$ cat config.mk
export PLATFORM = sky130hd
export DESIGN_NAME = idle_power_gate
export DESIGN_NICKNAME = d
export VERILOG_FILES = /design/src/rtl/idle_power_gate.sv
export SDC_FILE = /design/constraint.sdc
export NUM_CORES = 1
export LEC_CHECK = 0
export CORE_ASPECT_RATIO = 1.25
export CORE_MARGIN = 1
export CORE_UTILIZATION = 27
export CTS_CLUSTER_DIAMETER = 80
export DETAILED_ROUTE_END_ITERATION = 10
export PLACE_DENSITY_LB_ADDON = 0.08
export SLEW_MARGIN = 25
export SYNTH_ARGS = -nofsm -noshare
export SYNTH_HDL_FRONTEND = slang
export SYNTH_SLANG_ARGS = --single-unit
$ cat constraint.sdc
create_clock -name clk -period 1.3 [get_ports clk]
set_input_delay 0.13 -clock clk [delete_from_list [all_inputs] [get_ports clk]]
set_output_delay 0.13 -clock clk [all_outputs]
set_load 0.02 [all_outputs]
$ cat src/rtl/idle_power_gate.sv
module idle_power_gate #(
  parameter int AW      = 16,
  parameter int DW      = 16,
  parameter int TIMEOUT = 20
) (
  input  logic          clk,
  input  logic          rst,
  input  logic [AW-1:0] addr,
  input  logic          ce_n,
  input  logic          we_n,
  input  logic          oe_n,
  input  logic [DW-1:0] arr_data,
  output logic          save_o,
  output logic [DW-1:0] dout
);
  localparam int CW = $clog2(TIMEOUT + 1);
  localparam logic [CW-1:0] LIMIT = CW'(TIMEOUT);

  logic [AW-1:0] addr_q;
  logic          ce_q, we_q, oe_q;
  logic          armed, save_q;
  logic [CW-1:0] cnt;
  logic [DW-1:0] held;
  logic          chg, elig, reach;

  assign chg   = (addr != addr_q) | (ce_n != ce_q) | (we_n != we_q) | (oe_n != oe_q);
  assign elig  = armed & ~ce_n & we_n;
  assign reach = (cnt >= LIMIT - 1'b1);

  always_ff @(posedge clk) begin
    addr_q <= addr;
    ce_q   <= ce_n;
    we_q   <= we_n;
    oe_q   <= oe_n;
    if (rst) begin
      armed  <= 1'b0;
      cnt    <= '0;
      save_q <= 1'b0;
      held   <= '0;
    end else begin
      if (ce_n != ce_q) armed <= 1'b1;
      if (chg || !elig)      cnt <= '0;
      else if (cnt != LIMIT) cnt <= cnt + 1'b1;
      save_q <= !chg && elig && reach;
      if (!save_q) held <= arr_data;
    end
  end

  assign save_o = save_q;
  assign dout   = save_q ? held : arr_data;


  unarmed_quiet_chk: assert property (@(posedge clk) disable iff (rst)
    !armed |-> !save_o);


  entry_window_chk: assert property (@(posedge clk) disable iff (rst)
    $rose(save_o) |-> ($past(cnt) == LIMIT - 1'b1));


  exit_restart_chk: assert property (@(posedge clk) disable iff (rst)
    (save_o && chg) |=> (!save_o && cnt == '0));


  held_stable_chk: assert property (@(posedge clk) disable iff (rst)
    (save_o && $past(save_o)) |-> $stable(dout));


  selected_read_chk: assert property (@(posedge clk) disable iff (rst)
    $rose(save_o) |-> $past(!ce_n && we_n));
endmodule

==> impl_metrics.yaml <==
status:
  outcome: "complete, but fails checks"
  violations: "setup timing"
sta:
  hold_viol_final: 0
  period_minus_slack_ns: 1.45
  holdWs_ns: 0.314
  tightest_slew_ns: 0.420
  fin_crit_sh: 1.12
  slew_violations: 0
  layout_setup_ws_ns: -0.155
  grt_setup_unrepaired: "true"
  setup_violations: 22
  max_freq_mhz: 687
  relSlewSlack: 0.719
  fin_skew_ns: 0.00600
yosys:
  synthArstFlopShare: 0
  synth.net_count: 168
  ys_types: 25
  synth_ff_type: "dfxtp_1"
  synth_xor_area_frac: 0.127
  synth-simple-area-share: 0.170
  ys_ff_latch: 42
  syn_inst: 129
  yosysTopAreaCell: "dfxtp_1"
  netlist_area_sq_um: 1580
  synth-edff-count: 0
  synth.top_cell.area_share: 0.533
  synth_top_family_by_area: "simple AND/OR/NAND/NOR gates"
  synthTopCellsByCount: "dfxtp_1 (42), nor2b_1 (17), mux2_1 (16)"
  synth.area.top_cells: "dfxtp_1 (53%), mux2_1 (11%), xor2_1 (7.8%)"
  yosysMostFrequentCell: "dfxtp_1"
  synth_mux_area_frac: 0.114
  synth-adder-area-share: 0.0159
  yosysSeqAreaShare: 0.533
  ys_warn_count: 0
  syn_avg_cell_area_sq_um: 12.2
  synth_compound_area_frac: 0.0262
critical_path:
  path_class: "reg -> out"
  crit_arrival_ns: 1.32
  crit_family: "buffers and inverters"
  cpPeakStageDelay_ns: 0.34
  critical_path.slowest_cell: "dfxtp_2"
  path_max_fanout: 7
  critPathBufInv: 3
  startpoint_type: "flip-flop"
  cp_common_cell: "buf_6"
  crit_required_ns: 1.17
  crit_path_end_kind: "output port"
  crit_chain: "buf_6 -> buf_4 -> mux2_4 -> buf_6"
placement:
  placed_cell_area_sq_um: 2280
  dp_hpwl_um: 2350
  portBuffers: 53
  routabilityCongestion: 0.709
  post-place-ws_ns: -0.403
  placed_cells: 253
final_layout:
  syn2layout_area_growth_pct: 56.8
  design_area_sq_um: 2470
  n_antenna_cell: 0
  final_cells: 269
  drive_above_1_share: 0.332
  fin_nets: 243
pwr:
  pwr-share-clk: 0.331
  comb_power_share: 0.140
  total_power_mw: 2.59
  swShare: 0.227
  ir_drop_mv: 0.700
  p_leak_nw: 1.01
  seq_power_share: 0.529
  p_sw_mw: 0.587
  power.internal_mw: 2.00
  p_per_area_nw_per_um2: 1050
clocking:
  cts_tree: "done"
  clock-sinks: 42
  cts_buffers: 5
  insertion_delay_ns: 0.29
  cts.reportedPaths.clkPinSlew_ns: 0.08
  ctsRootBufferMaster: "clkbuf_8"
  htreeDepth: 2
  clock_path_buffers: 2
  cts_hold_buf: 0
detailed_routing:
  vias: 1171
  viasPerCell: 4.35
  routed_wl_um: 3240
  wl_per_cell_um: 12.0
  drt_iter0_drc: 24
  drc: 0
  ant_nets: 0
  drt-pass1-iter-count: 4
die:
  row_count: 30
  ios: 54
  die_x_um: 70.4
  start_util: 0.286
  core_area_sq_um: 5520
  die_h_um: 87.5
  die-area_sq_um: 6150
global_routing:
  grt-ovfl-total: 0
  track_usage: 0.117
  grt_pass1_vias: 1237
  antenna_found_initial: 0
  grt_first_pass_wirelength_um: 5540
  grt_start_max_net_pins: 18
job:
  max-cap-violations: 0
hold_path:
  hold_path.class: "in -> reg"
==> layout by cell type (no fill, tap or decap), drive strengths merged <==
| master | n |
|---|---|
| mux2 | 16 |
| nor2 | 3 |
| ha | 2 |
| nand4 | 2 |
| clkdlybuf4s50 | 36 |
| dfxtp | 42 |
| a2111oi | 2 |
| nor2b | 17 |
| buf | 34 |
| xor2 | 14 |
| clkdlybuf4s15 | 1 |
| nor4 | 8 |
| nand2b | 2 |
| and4bb | 1 |
| nand2 | 2 |
| nand4b | 1 |
| clkinv | 1 |
| clkbuf | 7 |
| xnor2 | 8 |
| nand3 | 3 |
| inv | 2 |
| a21oi | 1 |
==> worst register-to-register path, delay by kind of cell (launching register included) <==
family,cells,cell delay [ns]
DFF,1,0.31
and+or+nand+nor,3,0.84
xor gates and xnor gates,1,0.16
==> power groups by stage <==
stage                     sequential [mW]  clock (mW)  combinational, mW
final                                1.37       0.855              0.362
after global routing                 1.38       0.966              0.393
after CTS                            1.37       0.910              0.362
after detailed placement             1.40           0              0.367
after global placement               1.40           0              0.362
after floorplan                      1.39           0              0.158
==> kinds of logic (layout without fill, tap and decap cells) <==
group	after synthesis	after routing
adders and majority gates	2	2
and+or+nand+nor	39	39
AOI/OAI and AO/OA	3	3
buffers and inverters	5	81
xor gates and xnor gates	22	22
muxes	16	16
DFF	42	42
==> sequential cells by signal, indices dropped and copies added (netlist names) <==
signal / flops
addr_q: 16
armed: 1
ce_q: 1
cnt: 5
held: 16
oe_q: 1
save_o: 1
we_q: 1
==> cell type report <==
class,count,area [sq um]
multi-input cells,82,811
clock inverters,1,5.00
clock buffers,7,86.3
repair buffers,71,639
well taps,64,80.1
flip-flops and latches,42,845
inverters,2,7.51
fillers,524,3040
==> per-stage QoR <==
step,setup TNS (ns),util
floorplan,-0.0967,-
detailed placement,-5.31,0.413
CTS,-2.70,0.433
global placement,-4.92,0.413
finish,-2.40,0.448
global route,-3.95,0.448
==> final timing paths <==
path | from | to | slack (ns) | cells past startpoint
worst max-delay path | save_o$_SDFF_PP0_ | dout[14] | -0.15 | 4
worst min-delay path | we_n | we_q$_DFF_P_ | 0.31 | 1
worst max register to register | oe_q$_DFF_P_ | cnt[0]$_SDFFE_PP0P_ | -0.09 | 4
worst min register to register | armed$_SDFFE_PP0P_ | armed$_SDFFE_PP0P_ | 0.50 | 2
==> layer usage <==
metal / up-vias / wire (um) / GRT usage
met5: - / 0 / 0
met4: 0 / 57 / 0.0491
met3: 5 / 218 / 0.0440
met2: 39 / 1760 / 0.220
met1: 541 / 1210 / 0.113
li1: 586 / - / -
==> timing repair <==
item	4_1_cts	5_1_grt
resized for setup	82	14
endpoints found under the setup margin	23	23
setup buffers	4	4
pin swaps	7	7
No activity file was read; power rests on OpenSTA's default activity.
